$ cat src/rtl/rstctl_pkg.sv
package rstctl_pkg;

    localparam int NUM_SRC = 6;

    // bit positions inside the cause register
    typedef enum int unsigned {
        SRC_POR = 0,
        SRC_EXT = 1,
        SRC_BOR = 2,
        SRC_SW  = 3,
        SRC_WDT = 4,
        SRC_OSC = 5
    } src_e;

    typedef logic [NUM_SRC-1:0] cause_t;

    // packed so that field order equals cause bit order (MSB first)
    typedef struct packed {
        logic osc;
        logic wdt;
        logic sw;
        logic bor;
        logic ext;
        logic por;
    } req_t;

    function automatic cause_t req_to_cause(input req_t r);
        return cause_t'(r);
    endfunction

    function automatic logic any_req(input req_t r);
        return |cause_t'(r);
    endfunction

    function automatic cause_t cause_next(input cause_t cur, input logic we,
                                          input cause_t mask, input cause_t set);
        cause_t keep;
        keep = we ? (cur & ~mask) : cur;
        return keep | set;
    endfunction

endpackage

$ cat src/rtl/rstctl_pin_filter.sv
module rstctl_pin_filter #(
    parameter int SYNC_STAGES = 2,
    parameter int FILT_LEN    = 4
) (
    input  logic clk,
    input  logic rst,
    input  logic pin_n,
    output logic active
);
    localparam int CW = $clog2(FILT_LEN + 1);
    localparam logic [CW-1:0] FULL = CW'(FILT_LEN);

    logic [SYNC_STAGES-1:0] sync_q;
    logic [CW-1:0]          low_cnt;
    logic                   synced_low;

    always_ff @(posedge clk) begin
        if (rst) sync_q <= '1;
        else     sync_q <= {sync_q[SYNC_STAGES-2:0], pin_n};
    end

    assign synced_low = ~sync_q[SYNC_STAGES-1];

    always_ff @(posedge clk) begin
        if (rst || !synced_low) low_cnt <= '0;
        else if (low_cnt != FULL) low_cnt <= low_cnt + 1'b1;
    end

    assign active = (low_cnt == FULL);
endmodule

$ cat src/rtl/rstctl_stretch.sv
module rstctl_stretch #(
    parameter int HOLD = 16
) (
    input  logic clk,
    input  logic req,
    output logic rst_next,
    output logic rst_q
);
    localparam int CW = (HOLD > 2) ? $clog2(HOLD) : 1;
    localparam logic [CW-1:0] LOAD = CW'(HOLD - 1);

    logic [CW-1:0] left;

    assign rst_next = req | (left != '0);

    always_ff @(posedge clk) begin
        if (req) begin
            left  <= LOAD;
            rst_q <= 1'b1;
        end else if (left != '0) begin
            left  <= left - 1'b1;
            rst_q <= 1'b1;
        end else begin
            rst_q <= 1'b0;
        end
    end
endmodule

$ cat src/rtl/rstctl_wdt_stage.sv
module rstctl_wdt_stage (
    input  logic clk,
    input  logic rst,
    input  logic sys_rst,
    input  logic timeout,
    input  logic ack,
    output logic irq,
    output logic rst_req
);
    logic armed;

    always_ff @(posedge clk) begin
        if (rst || sys_rst)         armed <= 1'b0;
        else if (timeout && !armed) armed <= 1'b1;
        else if (ack)               armed <= 1'b0;
    end

    assign irq     = armed;
    assign rst_req = timeout & armed;
endmodule

$ cat src/rtl/rstctl_cause_reg.sv
module rstctl_cause_reg
    import rstctl_pkg::*;
(
    input  logic   clk,
    input  logic   por,
    input  cause_t set,
    input  logic   clr_we,
    input  cause_t clr_mask,
    output cause_t cause
);
    always_ff @(posedge clk) begin
        if (por) begin
            cause          <= '0;
            cause[SRC_POR] <= 1'b1;
        end else begin
            cause <= cause_next(cause, clr_we, clr_mask, set);
        end
    end
endmodule

$ cat src/rtl/rstctl_top.sv
module rstctl_top
    import rstctl_pkg::*;
#(
    parameter int NPERIPH     = 8,
    parameter int MIN_HOLD    = 16,
    parameter int FILT_LEN    = 4,
    parameter int SYNC_STAGES = 2
) (
    input  logic               clk,
    input  logic               por_req,
    input  logic               bor_req,
    input  logic               ext_rst_pin_n,
    input  logic               sw_sys_req,
    input  logic               wdt_timeout,
    input  logic               wdt_ack,
    input  logic               osc_fail,
    input  logic [NPERIPH-1:0] periph_sw_rst,
    input  logic               cause_clr_we,
    input  logic [NUM_SRC-1:0] cause_clr_mask,
    output logic               core_rst,
    output logic [NPERIPH-1:0] periph_rst,
    output logic               tap_rst,
    output logic [NUM_SRC-1:0] reset_cause,
    output logic               wdt_irq
);
    req_t reqs;
    req_t set_reqs;
    logic ext_active;
    logic wdt_rst;
    logic sys_any;
    logic core_next;
    logic tap_next;

    rstctl_pin_filter #(.SYNC_STAGES(SYNC_STAGES), .FILT_LEN(FILT_LEN)) u_pin (
        .clk    (clk),
        .rst    (por_req),
        .pin_n  (ext_rst_pin_n),
        .active (ext_active)
    );

    rstctl_wdt_stage u_wdt (
        .clk     (clk),
        .rst     (por_req),
        .sys_rst (core_rst),
        .timeout (wdt_timeout),
        .ack     (wdt_ack),
        .irq     (wdt_irq),
        .rst_req (wdt_rst)
    );

    always_comb begin
        reqs     = '{osc: osc_fail, wdt: wdt_rst, sw: sw_sys_req,
                     bor: bor_req, ext: ext_active, por: por_req};
        set_reqs = reqs;
        set_reqs.por = 1'b0;
        sys_any  = any_req(reqs);
    end

    // system domain: core and peripherals
    rstctl_stretch #(.HOLD(MIN_HOLD)) u_core_hold (
        .clk      (clk),
        .req      (sys_any),
        .rst_next (core_next),
        .rst_q    (core_rst)
    );

    // debug domain: power-on only
    rstctl_stretch #(.HOLD(MIN_HOLD)) u_tap_hold (
        .clk      (clk),
        .req      (por_req),
        .rst_next (tap_next),
        .rst_q    (tap_rst)
    );

    for (genvar g = 0; g < NPERIPH; g++) begin : g_periph
        logic lane_q;
        always_ff @(posedge clk) begin
            lane_q <= core_next | periph_sw_rst[g];
        end
        assign periph_rst[g] = lane_q;
    end

    rstctl_cause_reg u_cause (
        .clk      (clk),
        .por      (por_req),
        .set      (req_to_cause(set_reqs)),
        .clr_we   (cause_clr_we),
        .clr_mask (cause_clr_mask),
        .cause    (reset_cause)
    );

    logic unused_tap_next;
    assign unused_tap_next = tap_next;
endmodule

$ cat config.mk
export PLATFORM = sky130hd
export DESIGN_NAME = rstctl_top
export DESIGN_NICKNAME = d
export VERILOG_FILES = /design/src/rtl/rstctl_pkg.sv /design/src/rtl/rstctl_pin_filter.sv /design/src/rtl/rstctl_stretch.sv /design/src/rtl/rstctl_wdt_stage.sv /design/src/rtl/rstctl_cause_reg.sv /design/src/rtl/rstctl_top.sv
export SDC_FILE = /design/constraint.sdc
export NUM_CORES = 1
export LEC_CHECK = 0
export BUFFER_PORTS_ARGS = -buffer_cell sky130_fd_sc_hd__buf_2
export CORE_UTILIZATION = 30
export CTS_CLUSTER_DIAMETER = 100
export DETAILED_ROUTE_END_ITERATION = 10
export HOLD_SLACK_MARGIN = 0.1
export SLEW_MARGIN = 15
export SYNTH_ARGS = -nofsm -noshare
export SYNTH_HDL_FRONTEND = slang
export SYNTH_HIERARCHICAL = 1
export SYNTH_SLANG_ARGS = --single-unit
export TNS_END_PERCENT = 5
$ cat constraint.sdc
create_clock -name clk -period 4.8 [get_ports clk]
set_input_delay 0.72 -clock clk [delete_from_list [all_inputs] [get_ports clk]]
set_output_delay 0.72 -clock clk [all_outputs]
set_load 0.02 [all_outputs]
### Word level (Yosys, flattened, before mapping)

Index checks and enable logic that the tools add are counted.

* flip-flop bits (word level): 30
* bits in latches: 0
* RAM bits: 0
* bits in read-only memories: 0
* input port bits: 23
* output and inout port bits: 17
* word-level logic and storage cells: 47
* memories: 0

* add/sub/neg operators: 3
* multipliers: 0
* divide/modulo/power cells: 0
* magnitude comparators: 0
* equal/unequal tests: 2
* shifts and indexed selects: 0
* mux-type cells: 5
* bitwise gates (word level): 13
* reductions and logical operators: 8

Operators with widths (count)
* $or A1 B1 Y1: 9
* $reduce_bool A4 Y1: 2
* $sub A4 B1 Y4 const B: 2
* $and A6 B6 Y6: 1
* $mux W6: 1
* $not A6 Y6: 1
* $or A6 B6 Y6: 1
* $reduce_or A6 Y1: 1
* $mux W1: 4
* $add A3 B1 Y3 const B: 1
* $eq A3 B3 Y1 const B: 1
* $ne A3 B3 Y1 const B: 1
* $logic_or A1 B1 Y1: 2
* $reduce_bool A2 Y1: 1
* $and A1 B1 Y1: 1
* $logic_and A1 B1 Y1: 1
* $logic_not A1 Y1: 1

### Depth between registers and ports, before layout

Gate-level depths: netlist of the first run.

* depth in word-level cells: 4
* depth in mapped cells: 7
* gate-level depth less buffers: 7

### By module

The synthesis of the first run kept the hierarchy.

By module, submodules not included
* rstctl_stretch: times used 2, cells an instance 26, area an instance 251.5 µm²
* rstctl_top: times used 1, cells an instance 28, area an instance 287.8 µm²
* rstctl_pin_filter: times used 1, cells an instance 21, area an instance 221.5 µm²
* rstctl_cause_reg: times used 1, cells an instance 23, area an instance 214.0 µm²
* rstctl_wdt_stage: times used 1, cells an instance 4, area an instance 45.0 µm²

### Worst setup path after synthesis of the first run

OpenSTA, ideal clock, no wires.

* kind: input to register
* from: in bor_req
* to: reg g_periph[4].lane_q
* library setup time: 0.123 ns
* data arrival time: 1.629 ns
* setup slack: 3.048 ns
* cell stages on the path: 4
* buffers on the path: 0
* cell sequence: nor4_1 > nand2_1 > nand2b_1 > or2_2

* word-level cells in the longest chain between the ends: 3

RTL lines
* start, declared: line rstctl_top.sv:11 `input logic bor_req,`
* $reduce_or A6 Y1: line rstctl_pkg.sv:32 `return |cause_t'(r);`
* named net sys_any: line rstctl_top.sv:30 `logic sys_any;`
* $or A1 B1 Y1: line rstctl_stretch.sv:14 `assign rst_next = req | (left != '0);`
* named net core_next: line rstctl_top.sv:31 `logic core_next;`
* $or A1 B1 Y1: line rstctl_top.sv:78 `lane_q <= core_next | periph_sw_rst[g];`
* end signal, assigned: line rstctl_top.sv:78
* end, declared: line rstctl_top.sv:76 `logic lane_q;`

The timed path passes the listed nets, and every way through them passes these cells.
A chain may end at the register's enable or synchronous reset.

### Worst setup path in the final report of the first run

* from: reg u_pin.low_cnt[0]
* to: reg g_periph[4].lane_q

* word-level cells in the longest chain between the ends: 4

RTL lines
* start, declared: line rstctl_pin_filter.sv:14 `logic [CW-1:0] low_cnt;`
* start signal, assigned: line rstctl_pin_filter.sv:26 `else if (low_cnt != FULL) low_cnt <= low_cnt + 1'b1;`
* $eq A3 B3 Y1: line rstctl_pin_filter.sv:29 `assign active = (low_cnt == FULL);`
* named net ext_active: line rstctl_top.sv:28 `logic ext_active;`
* $reduce_or A6 Y1: line rstctl_pkg.sv:32
* named net sys_any: line rstctl_top.sv:30
* $or A1 B1 Y1: line rstctl_stretch.sv:14
* named net core_next: line rstctl_top.sv:31
* $or A1 B1 Y1: line rstctl_top.sv:78

The timed path passes the listed nets, and every way through them passes these cells.

==> results.ini, run 1 <==
[run_status]
status = complete, no violations

[timing]
tns_ns = 0
finalHoldViolations = 0
rsz0062_at_grt = false
fin_crit_ns = 1.89
fmax_mhz = 530
finalSetupViolCount = 0
finalClockSkew_ns = 0.00365
drv_slew = 0
min_period_over_period_pct = 39.3

[placement]
gp_congestion = 0.682
hpwl_um = 1910
placed_cell_area_um2 = 1460
io_buffers = 39

[synthesis]
synthesis.nets = 156
synth_area_um2 = 1260
syn_area_per_cell_um2 = 9.96
yosysWarnings = 6
syn_inst = 127

[power]
total_power_mw = 0.528
ir_worst_vdd_v = 0.000110
p_leak_nw = 0.658
p_per_area_nw_per_um2 = 336

[global_route]
antenna_found_initial = 0
grt_pass1_wl_um = 3830
grt_overflow = 0
grt_pass1_vias = 935
grt_usage_pct = 12.1
grt_max_degree = 21

[critical_path]
crit_arrival_ns = 2.06
cp-end-kind = flop
timing.critical_path.to = g_periph[4].lane_q
cp_max_fo = 8
reg2regPathDepth = 7
crit_slowest_cell = dfxtp_1
worstSetupStartpointType = flop
crit_chain = inv_1, ha_1, and2_2, nor2_1, nand2_1, nand2b_1, or2_2
startpoint = u_pin/low_cnt[0]
reg2reg_slack_ns = 2.91
criticalPathCategory = flop to flop
cp_data_required_time_ns = 4.97
max_stage_delay_ns = 0.38
timing.rr.start = u_pin/low_cnt[0]
r2r_end = g_periph[4].lane_q

[floorplanning]
fp.coreArea_um2 = 4030
ios = 40
start_util_pct = 31.4
rows = 23
die_h_um = 66.9
chipWidth_um = 66.9
die-area_um2 = 4480

[cells_and_area]
design_area_um2 = 1570
area_growth_pct = 24.3
final_common_cell = buf_2
most-common-layout-cells = 39 x buf_2, 30 x dfxtp_1, 14 x nor2_1, 11 x inv_1
antenna_cells = 0
fin_nets = 194
final_util_pct = 39.0
fillCellCount = 421
drive_above_1_share_pct = 34.3

[clocking]
h-tree-depth = 2
cts_tree = built
cts-resized-gates = 0
cts_buffer_depth = 2
postCtsSetupBuffers = 0
clkTransAtPathRegs_ns = 0.06
postCtsHoldBufs = 0
cts.sinks = 30
root_buffer = clkbuf_8
numCtsBuffers = 5
clk_latency_ns = 0.28

[drt]
drt_iter0_drc = 16
firstDrtPassIters = 4
drc = 0
ant_nets = 0
wl_um = 2470
vias_per_cell = 4.56
wire_per_inst_um = 11.4
via_count = 985

[job]
maxCapViolations = 0

[min_path]
hold_class = flop to flop

worst min-delay path by stage:
stage	from	end	slack [ns]	depth (start not counted)
CTS	u_pin/sync_q[0]	u_pin/sync_q[1]	0.42	1
detailed placement	u_pin/sync_q[0]	u_pin/sync_q[1]	0.40	1
floorplan	u_pin/sync_q[0]	u_pin/sync_q[1]	0.39	1
global placement	u_pin/sync_q[0]	u_pin/sync_q[1]	0.40	1
finish	u_pin/sync_q[0]	u_pin/sync_q[1]	0.41	1
global route	u_pin/sync_q[0]	u_pin/sync_q[1]	0.44	1
stage by stage:
stage	hold WS (ns)	setup slack (ns)	std cells
6_report	0.412	2.91	216
5_1_grt	0.436	2.75	216
3_3_place_gp	0.397	2.70	208
3_5_place_dp	0.400	2.63	208
2_1_floorplan	0.389	3.05	127
4_1_cts	0.415	2.86	216
layer usage:
layer  GRT usage, %  vias to the layer above  share of wire [%]
li1               -                      498                  -
met1           11.4                      457                 40
met2           21.3                       23                 51
met3           3.77                        7                5.5
met4           9.57                        0                2.9
met5              0                        -                  0
where the power goes:
part           internal, mW  leakage [nW]  total, mW  switching, mW
clock                 0.145        0.0575      0.237         0.0929
sequential            0.255         0.245      0.259        0.00448
combinational        0.0152         0.356     0.0315         0.0163
registers in the layout, indices dropped and copies added (netlist names):
register and count:
g_periph.lane_q 8, u_cause/cause 6, u_core_hold/left 4, u_core_hold/rst_q 1, u_pin/low_cnt 3, u_pin/sync_q 2
u_tap_hold/left 4, u_tap_hold/rst_q 1, u_wdt/irq 1
critical path, delay by kind of cell (launching register included):
family	cells	cell delay (ns)
flip-flops	1	0.38
adder cells (fa/ha/maj)	1	0.25
buffers and inverters	1	0.06
AND/OR/NAND/NOR	5	1.09
cell type report:
class	instances	area, um^2	area share [%]
Clock buffer	8	110	7.00
Multi-Input combinational cell	78	563	35.8
Timing Repair Buffer	39	195	12.4
Sequential cell	30	601	38.2
Tap cell	50	62.6	3.98
Inverter	11	41.3	2.63
No activity file was read; power rests on OpenSTA's default activity.
==> run 2: changes to the inputs <==
Clock period 4.8 ns to 1.81 ns, I/O delays scaled along.
==> results.ini, run 2 (synthesized netlist as in run 1, its figures left out) <==
[run_status]
status = complete, no violations

[global_route]
grt_pass1_vias = 938  ; +0.32%
grt_usage_pct = 12.5  ; +0.42 points
grt_pass1_wl_um = 3950  ; +3.2%
antenna_found_initial = 0  ; unchanged
grt_max_degree = 20  ; -4.8%
grt_overflow = 0  ; unchanged

[floorplanning]
ios = 40  ; unchanged
rows = 23  ; unchanged
die-area_um2 = 4480  ; unchanged
die_h_um = 66.9  ; unchanged
chipWidth_um = 66.9  ; unchanged
fp.coreArea_um2 = 4030  ; unchanged
start_util_pct = 31.4  ; unchanged

[critical_path]
criticalPathCategory = flop to flop
cp-end-kind = flop
timing.rr.start = u_pin/low_cnt[1]
r2r_end = g_periph[4].lane_q
crit_arrival_ns = 1.77  ; -0.29 ns
reg2reg_slack_ns = 0.21  ; -2.71 ns
worstSetupStartpointType = flop
cp_max_fo = 8  ; unchanged
cp_data_required_time_ns = 1.97  ; -3.00 ns
reg2regPathDepth = 7  ; unchanged

[clocking]
clkTransAtPathRegs_ns = 0.06  ; about the same
cts_buffer_depth = 2  ; unchanged
cts_tree = built
h-tree-depth = 2  ; unchanged
cts.sinks = 30  ; unchanged
clk_latency_ns = 0.27  ; about the same
root_buffer = clkbuf_8
postCtsHoldBufs = 0  ; unchanged
numCtsBuffers = 5  ; unchanged

[cells_and_area]
area_growth_pct = 24.3  ; unchanged
largest_reg_flops = 8  ; unchanged
most-common-layout-cells = 39 x buf_2, 29 x dfxtp_1, 14 x nor2_1, 11 x inv_1, 8 x nor2b_1
reg_top3 = g_periph.lane_q: 8 flops, u_cause/cause: 6 flops
antenna_cells = 0  ; unchanged
final_common_cell = buf_2
finalNonFillerCells = 218  ; +0.93%
max_flop_register = g_periph.lane_q
fin_nets = 197  ; +1.5%
drive_above_1_share_pct = 36.3  ; +2.0 points

[power]
power_switching_mw = 0.290  ; +150%
swShare_pct = 22.9  ; +1.4 points
intPower_mw = 0.976  ; +140%
clockPowerShare_pct = 38.8  ; -6.2 points
ir_worst_vdd_v = 0.000300  ; +170%
p_comb_share_pct = 6.9  ; +0.9 points
p_per_area_nw_per_um2 = 804  ; +140%
p_leak_nw = 0.669  ; +1.6%
seqPwrFrac_pct = 54.3  ; +5.2 points

[min_path]
min_to = g_periph[2].lane_q
hold_depth = 2  ; +1
hp-start = periph_sw_rst[2]
hold_class = primary input to flop

[placement]
hpwl_um = 1930  ; +1.2%
io_buffers = 39  ; unchanged
gp_congestion = 0.673  ; -1.3%
place_inst = 211  ; +1.4%

[drt]
via_count = 981  ; -0.41%
ant_nets = 0  ; unchanged
drc = 0  ; unchanged
drt_iter0_drc = 25  ; +9
wl_um = 2480  ; +0.32%
firstDrtPassIters = 4  ; unchanged
wire_per_inst_um = 11.4  ; -0.60%
vias_per_cell = 4.50  ; -1.3%

[timing]
finalSetupViolCount = 0  ; unchanged
drv_slew = 0  ; unchanged
fmax_mhz = 623  ; +18%
finalHoldViolations = 0  ; unchanged
finalClockSkew_ns = 0.00684  ; +0.00319 ns
fin_crit_ns = 1.60  ; -0.282 ns
rsz0062_at_grt = false
min_period_over_period_pct = 88.6  ; +49 points
tns_ns = 0  ; unchanged

[job]
maxCapViolations = 0  ; unchanged

run 2: final cells by class:
cell class	count	area, um^2
clock buffer	5	68.8
clock inverter	2	10.0
tap	50	62.6
fill	406	2460
multi-input combinational	78	571
timing repair buffer	42	218
sequential	30	602
inverter	11	41.3
run 2: what timing repair did:
| item | 4_1_cts | 5_1_grt |
|---|---|---|
| endpoints found under the setup margin | 0 | 8 |
| resized for setup | 0 | 3 |
| hold endpoints to repair | 0 | 0 |
| setup buffers | 0 | 0 |
run 2: worst max-delay path: stages, from the launching register on:
cell	delay [ns]
dfxtp_1	0.36
inv_1	0.05
ha_1	0.24
and2_2	0.23
nor2_1	0.09
nand2_1	0.07
nand2b_4	0.17
or2_2	0.27
run 2: how the worst max path moves through the flow:
stage	startpoint	to	cells past startpoint
finish	u_pin/low_cnt[1]	g_periph[4].lane_q	7
global route	u_pin/low_cnt[0]	g_periph[4].lane_q	7
CTS	u_pin/low_cnt[0]	g_periph[4].lane_q	7
detailed placement	u_pin/low_cnt[0]	g_periph[4].lane_q	7
global placement	u_pin/low_cnt[0]	g_periph[4].lane_q	7
floorplan	u_pin/low_cnt[0]	g_periph[4].lane_q	7
run 2: metrics by stage:
step	setup slack (ns)	util, %	cell area [um^2]	total power [mW]	hold WS [ns]
after detailed placement	0.0854	36.9	1490	0.789	0.412
after global placement	0.176	36.9	1490	0.783	0.399
final	0.206	39.0	1570	1.27	0.180
after global routing	0.0608	39.0	1570	1.33	0.172
after floorplan	0.150	-	1260	0.738	0.344
after CTS	0.0677	38.8	1560	1.28	0.172
run 2: layer usage:
layer  up-vias  share of wire (%)  track usage [%]
met2        21                 52             21.1
met1       454                 40             12.0
li1        500                  -                -
met5         -                  0                0
met4         0                2.1             8.24
met3         6                6.2             5.99
run 2: power groups by stage:
stage	clock, mW	sequential, mW	combinational [mW]
after global routing	0.544	0.688	0.0980
final	0.490	0.687	0.0877
after floorplan	0	0.707	0.0315
after CTS	0.509	0.687	0.0883
after detailed placement	0	0.702	0.0873
after global placement	0	0.700	0.0830
